### src/rtl/dma_irq_pkg.sv
`timescale 1ns/1ps
package dma_irq_pkg;
    localparam int NUM_CH      = 16;
    localparam int FIELD_W     = 4;
    localparam int REG_W       = 32;
    localparam int ADDR_W      = 8;
    localparam int CH_PER_BANK = REG_W / FIELD_W;
    localparam int NUM_BANKS   = NUM_CH / CH_PER_BANK;

    localparam int EN_BASE     = 'h00;
    localparam int ST_BASE     = 'h10;
    localparam int GSTAT_ADDR  = 'h30;
    localparam int BANK_STRIDE = 4;

    typedef enum int {
        EV_HALF  = 0,
        EV_PKG   = 1,
        EV_QUEUE = 2
    } evt_e;

    localparam int EVT_N = 3;

    typedef struct packed {
        logic              wr;
        logic [ADDR_W-1:0] addr;
        logic [REG_W-1:0]  data;
    } reg_req_t;

    function automatic logic [REG_W-1:0] live_mask();
        logic [REG_W-1:0] m;
        m = '0;
        for (int k = 0; k < CH_PER_BANK; k++)
            for (int e = 0; e < EVT_N; e++)
                m[k*FIELD_W+e] = 1'b1;
        return m;
    endfunction

    function automatic logic [REG_W-1:0] pack_events(
        input logic [CH_PER_BANK-1:0] h,
        input logic [CH_PER_BANK-1:0] p,
        input logic [CH_PER_BANK-1:0] q
    );
        logic [REG_W-1:0] w;
        w = '0;
        for (int k = 0; k < CH_PER_BANK; k++) begin
            w[k*FIELD_W+int'(EV_HALF)]  = h[k];
            w[k*FIELD_W+int'(EV_PKG)]   = p[k];
            w[k*FIELD_W+int'(EV_QUEUE)] = q[k];
        end
        return w;
    endfunction
endpackage

### src/rtl/irq_bank.sv
`timescale 1ns/1ps
module irq_bank
    import dma_irq_pkg::*;
#(
    parameter int BANK_IDX = 0
) (
    input  logic             clk,
    input  logic             rst,
    input  reg_req_t         req,
    input  logic [REG_W-1:0] ev_word,
    output logic [REG_W-1:0] en_q,
    output logic [REG_W-1:0] st_q
);
    localparam logic [REG_W-1:0]  MASK    = live_mask();
    localparam logic [ADDR_W-1:0] EN_ADDR = ADDR_W'(EN_BASE + BANK_IDX*BANK_STRIDE);
    localparam logic [ADDR_W-1:0] ST_ADDR = ADDR_W'(ST_BASE + BANK_IDX*BANK_STRIDE);

    logic             en_hit;
    logic             st_hit;
    logic [REG_W-1:0] clr_bits;

    always_comb begin
        en_hit   = req.wr && (req.addr == EN_ADDR);
        st_hit   = req.wr && (req.addr == ST_ADDR);
        clr_bits = st_hit ? req.data : '0;
    end

    always_ff @(posedge clk) begin
        if (rst) begin
            en_q <= '0;
            st_q <= '0;
        end else begin
            if (en_hit)
                en_q <= req.data & MASK;
            // a new event outranks a clear on the same edge
            st_q <= ((st_q & ~clr_bits) | ev_word) & MASK;
        end
    end
endmodule

### src/rtl/irq_readmux.sv
`timescale 1ns/1ps
module irq_readmux
    import dma_irq_pkg::*;
(
    input  logic [ADDR_W-1:0]                addr,
    input  logic [NUM_BANKS-1:0][REG_W-1:0]  en,
    input  logic [NUM_BANKS-1:0][REG_W-1:0]  st,
    input  logic [NUM_CH-1:0]                busy,
    output logic [REG_W-1:0]                 rdata
);
    always_comb begin
        rdata = '0;
        for (int b = 0; b < NUM_BANKS; b++) begin
            if (addr == ADDR_W'(EN_BASE + b*BANK_STRIDE)) rdata = en[b];
            if (addr == ADDR_W'(ST_BASE + b*BANK_STRIDE)) rdata = st[b];
        end
        if (addr == ADDR_W'(GSTAT_ADDR)) rdata = REG_W'(busy);
    end
endmodule

### src/rtl/dma_irq_agg.sv
`timescale 1ns/1ps
module dma_irq_agg
    import dma_irq_pkg::*;
(
    input  logic              clk,
    input  logic              rst,
    input  logic [NUM_CH-1:0] evt_half,
    input  logic [NUM_CH-1:0] evt_pkg,
    input  logic [NUM_CH-1:0] evt_queue,
    input  logic [NUM_CH-1:0] chan_busy,
    input  logic              reg_wr,
    input  logic [ADDR_W-1:0] reg_addr,
    input  logic [REG_W-1:0]  reg_wdata,
    output logic [REG_W-1:0]  reg_rdata,
    output logic              irq
);
    reg_req_t                        req;
    logic [NUM_BANKS-1:0][REG_W-1:0] bank_en;
    logic [NUM_BANKS-1:0][REG_W-1:0] bank_st;

    assign req = '{wr: reg_wr, addr: reg_addr, data: reg_wdata};

    for (genvar b = 0; b < NUM_BANKS; b++) begin : g_bank
        logic [REG_W-1:0] ev_word;
        assign ev_word = pack_events(evt_half [b*CH_PER_BANK +: CH_PER_BANK],
                                     evt_pkg  [b*CH_PER_BANK +: CH_PER_BANK],
                                     evt_queue[b*CH_PER_BANK +: CH_PER_BANK]);
        irq_bank #(.BANK_IDX(b)) u_bank (
            .clk    (clk),
            .rst    (rst),
            .req    (req),
            .ev_word(ev_word),
            .en_q   (bank_en[b]),
            .st_q   (bank_st[b])
        );
    end

    irq_readmux u_rd (
        .addr (reg_addr),
        .en   (bank_en),
        .st   (bank_st),
        .busy (chan_busy),
        .rdata(reg_rdata)
    );

    always_comb begin
        irq = 1'b0;
        for (int b = 0; b < NUM_BANKS; b++)
            irq = irq | (|(bank_en[b] & bank_st[b]));
    end
endmodule

### config.mk
export PLATFORM = sky130hd
export DESIGN_NAME = dma_irq_agg
export DESIGN_NICKNAME = d
export VERILOG_FILES = /design/src/rtl/dma_irq_pkg.sv /design/src/rtl/irq_bank.sv /design/src/rtl/irq_readmux.sv /design/src/rtl/dma_irq_agg.sv
export SDC_FILE = /design/constraint.sdc
export NUM_CORES = 1
export LEC_CHECK = 0
export BUFFER_PORTS_ARGS = -buffer_cell sky130_fd_sc_hd__buf_2
export CAP_MARGIN = 40
export CORE_ASPECT_RATIO = 0.7
export CORE_MARGIN = 5
export CORE_UTILIZATION = 47
export DETAILED_ROUTE_END_ITERATION = 7
export HOLD_SLACK_MARGIN = 0.08
export PLACE_DENSITY = 0.83
export SYNTH_ARGS = -nofsm -noshare
export SYNTH_HDL_FRONTEND = slang
export SYNTH_SLANG_ARGS = --single-unit
### constraint.sdc
create_clock -name clk -period 1.9 [get_ports clk]
set_clock_uncertainty 0.15 [all_clocks]
set_input_delay 0.285 -clock clk [delete_from_list [all_inputs] [get_ports clk]]
set_output_delay 0.285 -clock clk [all_outputs]
set_load 0.01 [all_outputs]
; ---- Word level (Yosys, flattened, before mapping)
; Index checks and enable logic that the tools add are counted.
[op_classes]
n_eq_ne = 4
n_mux = 7
bitwise = 9
reduce_logical = 7
[ops]
columns = op, count
row1 = $and A31 B31 Y31, 4
row2 = $mux W31, 4
row3 = $mux W32, 3
row4 = $reduce_or A32 Y1, 2
row5 = $not A31 Y31, 2
row6 = $or A31 B31 Y31, 2
row7 = $eq A8 B5 Y1 const B, 2
row8 = $eq A8 B3 Y1 const B, 1
row9 = $eq A8 B6 Y1 const B, 1
row10 = $logic_not A8 Y1, 1
row11 = $logic_and A1 B1 Y1, 4
row12 = $or A1 B1 Y1, 1
[totals]
ff_bits = 96
elab_cells = 31

; ---- Depth between registers and ports, before layout
; Gate-level depths: netlist of run 1.
[logic_depth]
ltp_word = 6
depth_mapped = 7

; ---- By module
; From an unflattened synthesis of run 1, not the netlist that was laid out.
[hier_totals]
hier_cells = 621
area_unflattened_um2 = 5949.5
[modules_own_cells]
columns = mod, n_inst, cells_per_inst, area_each_um2, seq_area_each_um2
row1 = irq_bank at g_bank[1].u_bank, 1, 226, 2158.3, 960.9
row2 = irq_bank at g_bank[0].u_bank, 1, 226, 2148.3, 960.9
row3 = irq_readmux, 1, 131, 1276.2, 0.0
row4 = dma_irq_agg, 1, 38, 366.6, 0.0

; ---- Worst setup path before layout of run 1
; OpenSTA, ideal clock, no wires.
[synth_path]
path_kind = input to output
from = input port reg_addr[7]
to = output port reg_rdata[14]
arrival_ns = 1.710
slack_ns = -0.245
stages = 5
n_path_buf = 1
cell_sequence = or4_4 > nor2_1 > clkbuf_1 > o21ai_0 > o21ai_0
[synth_between]
elab_chain_cells = 6
word_cells_on_any_way = 10
classes_between = 4 x eq/ne / 5 x mux / 1 x reduce/logical
[synth_rtl]
columns = element, line
row1 = from (decl), dma_irq_agg.sv:12  ; input logic [ADDR_W-1:0] reg_addr,
row2 = $logic_not A8 Y1, irq_readmux.sv:14  ; if (addr == ADDR_W'(EN_BASE + b*BANK_STRIDE)) rdata = en[b];
row3 = $mux W31, irq_readmux.sv:14
row4 = $mux W31, irq_readmux.sv:15  ; if (addr == ADDR_W'(ST_BASE + b*BANK_STRIDE)) rdata = st[b];
row5 = $mux W32, irq_readmux.sv:14
row6 = $mux W32, irq_readmux.sv:15
row7 = $mux W32 *, irq_readmux.sv:17  ; if (addr == ADDR_W'(GSTAT_ADDR)) rdata = REG_W'(busy);
row8 = to (decl), dma_irq_agg.sv:14  ; output logic [REG_W-1:0] reg_rdata,
; Every way passes the cells marked *; elsewhere a longest branch is shown, timed or not.

; ---- Worst setup path in the final report of run 1
[layout_path]
from = register g_bank[0].u_bank.st_q[17]
to = output port irq
[layout_between]
elab_chain_cells = 3
[layout_rtl]
columns = element, line
row1 = from (decl), irq_bank.sv:12  ; output logic [REG_W-1:0] st_q
row2 = from (signal assigned), irq_bank.sv:36  ; st_q <= ((st_q & ~clr_bits) | ev_word) & MASK;
row3 = $and A31 B31 Y31, dma_irq_agg.sv:49  ; irq = irq | (|(bank_en[b] & bank_st[b]));
row4 = $reduce_or A32 Y1, dma_irq_agg.sv:49
row5 = $or A1 B1 Y1, dma_irq_agg.sv:49
row6 = to (decl), dma_irq_agg.sv:15  ; output logic irq
; No other way between the ends.

==> results of run 1 <==
## state kept, by name (all words and copies together) (netlist names)
| register | flops |
|---|---|
| g_bank.u_bank.en_q | 48 |
| g_bank.u_bank.st_q | 48 |
## worst min-delay path: stages
cell and delay (ns):
buf_2 0.11, nor2_1 0.10, nor3_1 0.06
## timing repair
item | in CTS | in global routing
gates cloned | 0 | 3
endpoints found under the hold margin | 79 | 0
resized for setup | 86 | 68
setup endpoints to repair | 29 | 33
pin swaps | 11 | 27
buffers inserted | 4 | 13
hold buffers | 65 | 0
## Yosys cell counts, types with 2 or more instances
| cell type | instances | area [sq um] |
|---|---|---|
| inv_1 | 2 | 7.51 |
| nor3_1 | 48 | 240 |
| clkbuf_8 | 2 | 27.5 |
| nor4_4 | 2 | 42.5 |
| buf_2 | 9 | 45.0 |
| clkbuf_1 | 25 | 93.8 |
| dfxtp_1 | 96 | 1920 |
| o22ai_1 | 3 | 18.8 |
| nor4bb_1 | 28 | 280 |
| mux2_2 | 3 | 33.8 |
| a21oi_1 | 28 | 140 |
| a21oi_2 | 20 | 175 |
| mux4_2 | 21 | 473 |
| a22o_1 | 19 | 166 |
| and3_1 | 12 | 75.1 |
| nand4_1 | 3 | 18.8 |
| o21ai_0 | 6 | 30.0 |
| nand2_2 | 20 | 125 |
| or4_4 | 2 | 22.5 |
| a221oi_1 | 10 | 87.6 |
| nor2_1 | 51 | 191 |
| buf_12 | 2 | 40.0 |
| and4bb_2 | 19 | 238 |
| buf_4 | 4 | 30.0 |
| and2_1 | 4 | 25.0 |
| nand3_1 | 2 | 10.0 |
| a22oi_1 | 4 | 30.0 |
| nand2_1 | 80 | 300 |
## area by class of cell
cell class	count	area (sq um)
flip-flops and latches	96	1970
fillers	567	2130
repair buffers	307	2520
clock buffers	12	246
well taps	132	165
clock inverters	3	42.5
multi-input cells	397	3290
inverters	2	7.51
## stage by stage
| step | worst slack, ns | total power [mW] | setup TNS [ns] | util |
|---|---|---|---|---|
| floorplan | -0.138 | 2.42 | -3.26 | - |
| global route | -0.793 | 4.90 | -9.14 | 0.795 |
| finish | -0.776 | 4.81 | -8.15 | 0.795 |
| detailed placement | -0.334 | 2.76 | -19.65 | 0.631 |
| global placement | -0.295 | 2.74 | -15.87 | 0.631 |
| CTS | -0.501 | 4.68 | -5.63 | 0.751 |
## worst max-delay path by stage
stage | endpoint | cells after the start
5_1_grt | irq | 5
6_report | irq | 5
3_5_place_dp | g_bank[1].u_bank.st_q[28] | 6
3_3_place_gp | g_bank[1].u_bank.st_q[28] | 6
2_1_floorplan | reg_rdata[10] | 4
4_1_cts | irq | 5
## cell families after synthesis
| logic type | after synthesis | synth area share |
|---|---|---|
| DFF | 96 | 0.386 |
| buffers and inverters | 46 | 0.0521 |
| AOI/OAI and AO/OA | 90 | 0.130 |
| muxes | 24 | 0.102 |
| other | 1 | 0.000754 |
| and+or+nand+nor | 279 | 0.329 |
## power by group through the flow
stage | Clock, mW | Sequential (mW) | Combinational [mW]
2_1_floorplan | 0 | 2.17 | 0.247
3_3_place_gp | 0 | 2.19 | 0.551
3_5_place_dp | 0 | 2.19 | 0.569
4_1_cts | 1.83 | 2.16 | 0.699
5_1_grt | 1.91 | 2.17 | 0.822
6_report | 1.85 | 2.17 | 0.789
## routing by layer
metal / vias up / global-route usage / wire length [um]
met3: 124 / 0.0831 / 2730
met1: 2779 / 0.363 / 7940
met4: 0 / 0.153 / 1170
met2: 521 / 0.526 / 10500
li1: 2520 / - / -
met5: - / 0 / 0
==> results.md, run 1 <==
* Final Setup Violations at 52
* Share of layout cells above drive strength 1 at 0.525
* Leak at 3.38 nW
* Internal at 3.56 mW
* Final count of pins violating max slew at 0
* Routed Antenna Nets at 0
* Mapped Area at 4970 sq um
* Critical Setup Path Class: reg2out
* Mean area per synthesized cell at 9.28 sq um
* Largest fanout on the critical path at 2
* Max capacitance violation total at 0
* Number of global-route vias before repair at 5907
* WL per Instance at 23.5 um
* CP max-delay cell: or4_4
* Violated checks: setup timing
* WP buf/inv at 1
* Final hold violation count at 0
* Synth async-reset ratio at 0
* Worst Slack Setup Final at -0.776 ns
* Die Y at 96.1 um
* CP Cell Sequence: a22o_1 > a221oi_1 > nand3_1 > or4_4 > buf_6
* Hold endpoint: g_bank[1].u_bank.st_q[4]
* Warnings from Yosys at 0
* Initial antenna violation count at 0
* Clock Latency Late Sink at 0.35 ns
* DRC at 0
* Clock slew at reported path FFs at 0.06 ns
* Sw Pwr at 1.24 mW
* Clock sink count at 96
* DIE WIDTH at 133 um
* Logic pwr share at 0.164
* DP HPWL at 13300 um
* Sequential fraction of the synthesis area at 0.386
* Port Buffer Count at 127
* Total GRT Usage at 0.308
* Min Tclk post-route at 2.68 ns
* Worst R2R End: g_bank[0].u_bank.st_q[30]
* Outcome: finished with violations
* CP startpoint: g_bank[0].u_bank.st_q[17]
* Routed vias/inst at 6.26
* CP arrival at 2.24 ns
* Slowest stage delay, CP at 0.53 ns
* Nets@finish at 920
* First-pass GRT wire length at 30400 um
* Initial DRC count at 764
* Final Cell Area at 8230 sq um
* WHS Path Cells at 3
* Startpoint types: flop
* CTS tree: done
* #FFs+latches synth at 96
* Initial Util at 0.480
* Post-synth EDFFs at 0
* Most frequent cells in the layout: buf_2 (109), nand2_1 (77), buf_4 (72), dlygate4sd3_1 (65), dfxtp_1 (63)
* # IOs at 140
* Critical path data required time at 1.46 ns
* Top delay family on crit path: simple AND/OR/NAND/NOR gates
* Period utilization at 1.41
* H-Tree Depth at 3
* Post-Synthesis Cells at 536
* Routed vias at 5944
* Worst Hold Class: in2reg
* Area of the core at 10400 sq um
* Worst hold margin at 0.106 ns
* Layout overhead on the synthesized area at 65.4%
* Total gr overflow at 0
* Critical path endpoint category: primary output
* Fmax at 374 MHz
* Fin cells at 949
* Register share of total power at 0.451
* Main flop type after synthesis: dfxtp_1
* Ant diodes at 0
* Largest net degree at the start of global routing at 37
* Unique cell type count in the Yosys netlist at 39
* Clock buffer depth at 2
* Placed Cells at 855
* Drt pass-1 iters at 5
* GP Congestion at 0.930
* Commonest non-fill, non-tap cell in the layout: buf_2
* Reg2reg start: g_bank[0].u_bank.st_q[30]
* RSZ-0062 raised after global routing: true
* Clock share of power at 0.385
* Root Driver: clkbuf_16
* Reg-to-reg slack, setup at 0.87 ns
* Rows at 31
* Pwr dens at 584 nW/um^2
* Total CTS buffers at 9
* Placed cell areas at 6530 sq um
* Worst vdd ir at 0.000569 V
* Routed WL at 22300 um
* Worst r2r path cells at 2
* Switching Fraction at 0.259
* Hold wc startpoint: evt_half[9]
* Die area at 12800 sq um
Power figures use the tool's default switching activity.
==> run 2, diff against run 1 <==
ABC_AREA = 1   (was not set)
PLACE_DENSITY = 0.84   (was 0.83)
==> run 2 against run 1 <==
  * The run still ends with setup timing left
  * Critical path depth grew 2
  * Area after synthesis shrank 6.2%
  * Sequential cell count is the same
  * Core utilization shrank 6.6 points
  * Count of clock-buffer cells in the layout grew 2
  * First-iteration DRC count shrank 36%
  * Register-to-register slack gained 0.13 ns
  * Synthesized cell count grew 34%
  * Largest cell class unchanged
  * Highest routed layer unchanged
==> results.md, run 2 <==
* Outcome: finished with violations
* Violated checks: setup timing
* Ant diodes at 0
* Clock buffer depth at 2
* Port Buffer Count at 127
* Post-synth top cells: nand2_1 (266), a21oi_1 (124), dfxtp_1 (96)
* Clock sink count at 96
* Met3 usage at 0.0753
* CTS tree: done
* Final Setup Violations at 3
* Die Y at 93.4 um
* Post-Synthesis Cells at 718
* Mean area per synthesized cell at 6.50 sq um
* Initial DRC count at 491
* Total GRT Usage at 0.266
* Most frequent cells in the layout: nand2_1 (257), buf_2 (123), a21oi_1 (111), dfxtp_1 (82), nor2_1 (75)
* Slowest stage delay, CP at 0.33 ns
* Count leader, synth: nand2_1
* GP Congestion at 0.887
* Met2 GRT Util at 0.435
* Share of the synthesized area in the top cell type at 0.412
* Initial antenna violation count at 0
* Grt peak-use layer: met2
* Critical Setup Path Class: reg2out
* Max capacitance violation total at 0
* Period utilization at 1.03
* CP arrival at 1.52 ns
* Total gr overflow at 0
* Main flop type after synthesis: dfxtp_1
* DIE WIDTH at 129 um
* H-Tree Depth at 3
* DRC at 0
* Warnings from Yosys at 0
* Share of layout cells above drive strength 1 at 0.278
* Placed cell areas at 5610 sq um
* Pwr dens at 630 nW/um^2
* Clock slew at reported path FFs at 0.06 ns
* # IOs at 140
* Largest area contributor in the netlist: dfxtp_1
* #FFs+latches synth at 96
* Leak at 3.12 nW
* Critical path data required time at 1.46 ns
* Total CTS buffers at 9
* Largest net degree at the start of global routing at 97
* First-pass GRT wire length at 25400 um
* Final Cell Area at 7060 sq um
* Routed WL at 16800 um
* Area of the core at 9680 sq um
* Rel. slew slack at 0.662
* Initial Util at 0.482
* RSZ-0062 raised after global routing: true
* Worst Hold Class: in2reg
* Clock Latency Late Sink at 0.34 ns
* Largest fanout on the critical path at 2
* Final count of pins violating max slew at 0
* Layout overhead on the synthesized area at 51.3%
* Measured slew at the worst slew-check pin at 0.506 ns
* Worst Slack Setup Final at -0.0513 ns
* Number of global-route vias before repair at 5281
* GR Layer Usage met1 at 0.342
* CP max-delay cell: dfxtp_2
* Commonest non-fill, non-tap cell in the layout: nand2_1
* FILL cells at 742
* DP HPWL at 10000 um
* Post-synth EDFFs at 0
* Routed Antenna Nets at 0
* Drt pass-1 iters at 5
* Sequential fraction of the synthesis area at 0.412
* Worst vdd ir at 0.000685 V
* Mapped Area at 4670 sq um
* Critical path endpoint category: primary output
* Rows at 30
* WL per Instance at 15.7 um
* Fmax at 512 MHz
* Final hold violation count at 0
* Total negative slack at -0.0845 ns
* Routed vias/inst at 5.30
* Root Driver: clkbuf_16
* CP Cell Sequence: inv_2 > o21ai_1 > nor2_2 > nand2_1 > nor3_2 > nand3_2 > buf_6
* Synth async-reset ratio at 0
* Startpoint types: flop
* Core Util, Final at 0.729
* Nets@finish at 1045
* Die area at 12100 sq um
* Routed vias at 5675
* Biggest regs: g_bank.u_bank.en_q (48), g_bank.u_bank.st_q (48)
* Synth top area cells: dfxtp_1 (41%), nand2_1 (21%), a21oi_1 (13%), nor2_1 (6.7%), nand3_1 (4.2%)
* Unique cell type count in the Yosys netlist at 22
* Min Tclk post-route at 1.95 ns
-- run 2: cell families after synthesis --
kind of cell | Yosys count | synth area share
AND/OR/NAND/NOR | 406 | 0.352
AO/OA/AOI/OAI | 138 | 0.150
flip-flops | 96 | 0.412
buffers and inverters | 77 | 0.0853
other | 1 | 0.000804
-- run 2: worst paths after layout --
kind / from / end / slack (ns) / depth (start not counted)
worst max register to register: g_bank[1].u_bank.st_q[25] / g_bank[1].u_bank.st_q[25] / 1.00 / 3
worst min-delay path: reg_wdata[0] / g_bank[1].u_bank.en_q[0] / 0.1 / 3
worst max-delay path: g_bank[1].u_bank.en_q[30] / irq / -0.05 / 7
worst min register to register: g_bank[1].u_bank.en_q[20] / g_bank[1].u_bank.en_q[20] / 0.31 / 2
-- run 2: what timing repair did --
action | CTS | global route
gates cloned | 0 | 4
gates resized for setup | 20 | 71
endpoints found under the setup margin | 20 | 25
setup buffers | 7 | 8
hold endpoints to repair | 86 | 0
pin swaps | 9 | 22
hold buffers | 71 | 0
-- run 2: where the power goes --
part / switching [mW] / total (mW) / internal [mW]
Sequential: 0.0612 / 2.15 / 2.09
Clock: 0.763 / 1.82 / 1.06
Combinational: 0.215 / 0.471 / 0.256
Total: 1.04 / 4.45 / 3.41
-- run 2: cell type report --
type / instances / area [sq um] / area share
multi-input cells: 548 / 2530 / 0.358
repair buffers: 245 / 1990 / 0.281
flip-flops and latches: 96 / 1940 / 0.275
clock buffers: 14 / 254 / 0.0360
well taps: 128 / 160 / 0.0227
inverters: 38 / 153 / 0.0216
clock inverters: 2 / 38.8 / 0.00549
-- run 2: per-layer routing --
metal	share of wire	vias up
li1	-	2725
met1	0.41	2594
met2	0.47	321
met3	0.095	35
met4	0.018	0
met5	0	-
-- run 2: per-stage QoR --
step / total power [mW] / instances / setup WS [ns] / hold WS [ns]
after floorplan: 2.31 / 721 / 0.250 / 0.252
after global placement: 2.48 / 966 / -0.0267 / 0.300
after detailed placement: 2.49 / 966 / -0.0585 / 0.303
after CTS: 4.40 / 1060 / -0.0474 / 0.0807
after global routing: 4.58 / 1071 / -0.0902 / 0.101
final: 4.45 / 1071 / -0.0513 / 0.0981
-- run 2: worst max-delay path: cells and delay by family (launching register included) --
family	cells	cell delay [ns]
compound gates	1	0.09
simple gates	4	0.57
flops	1	0.33
buf+inv	2	0.19
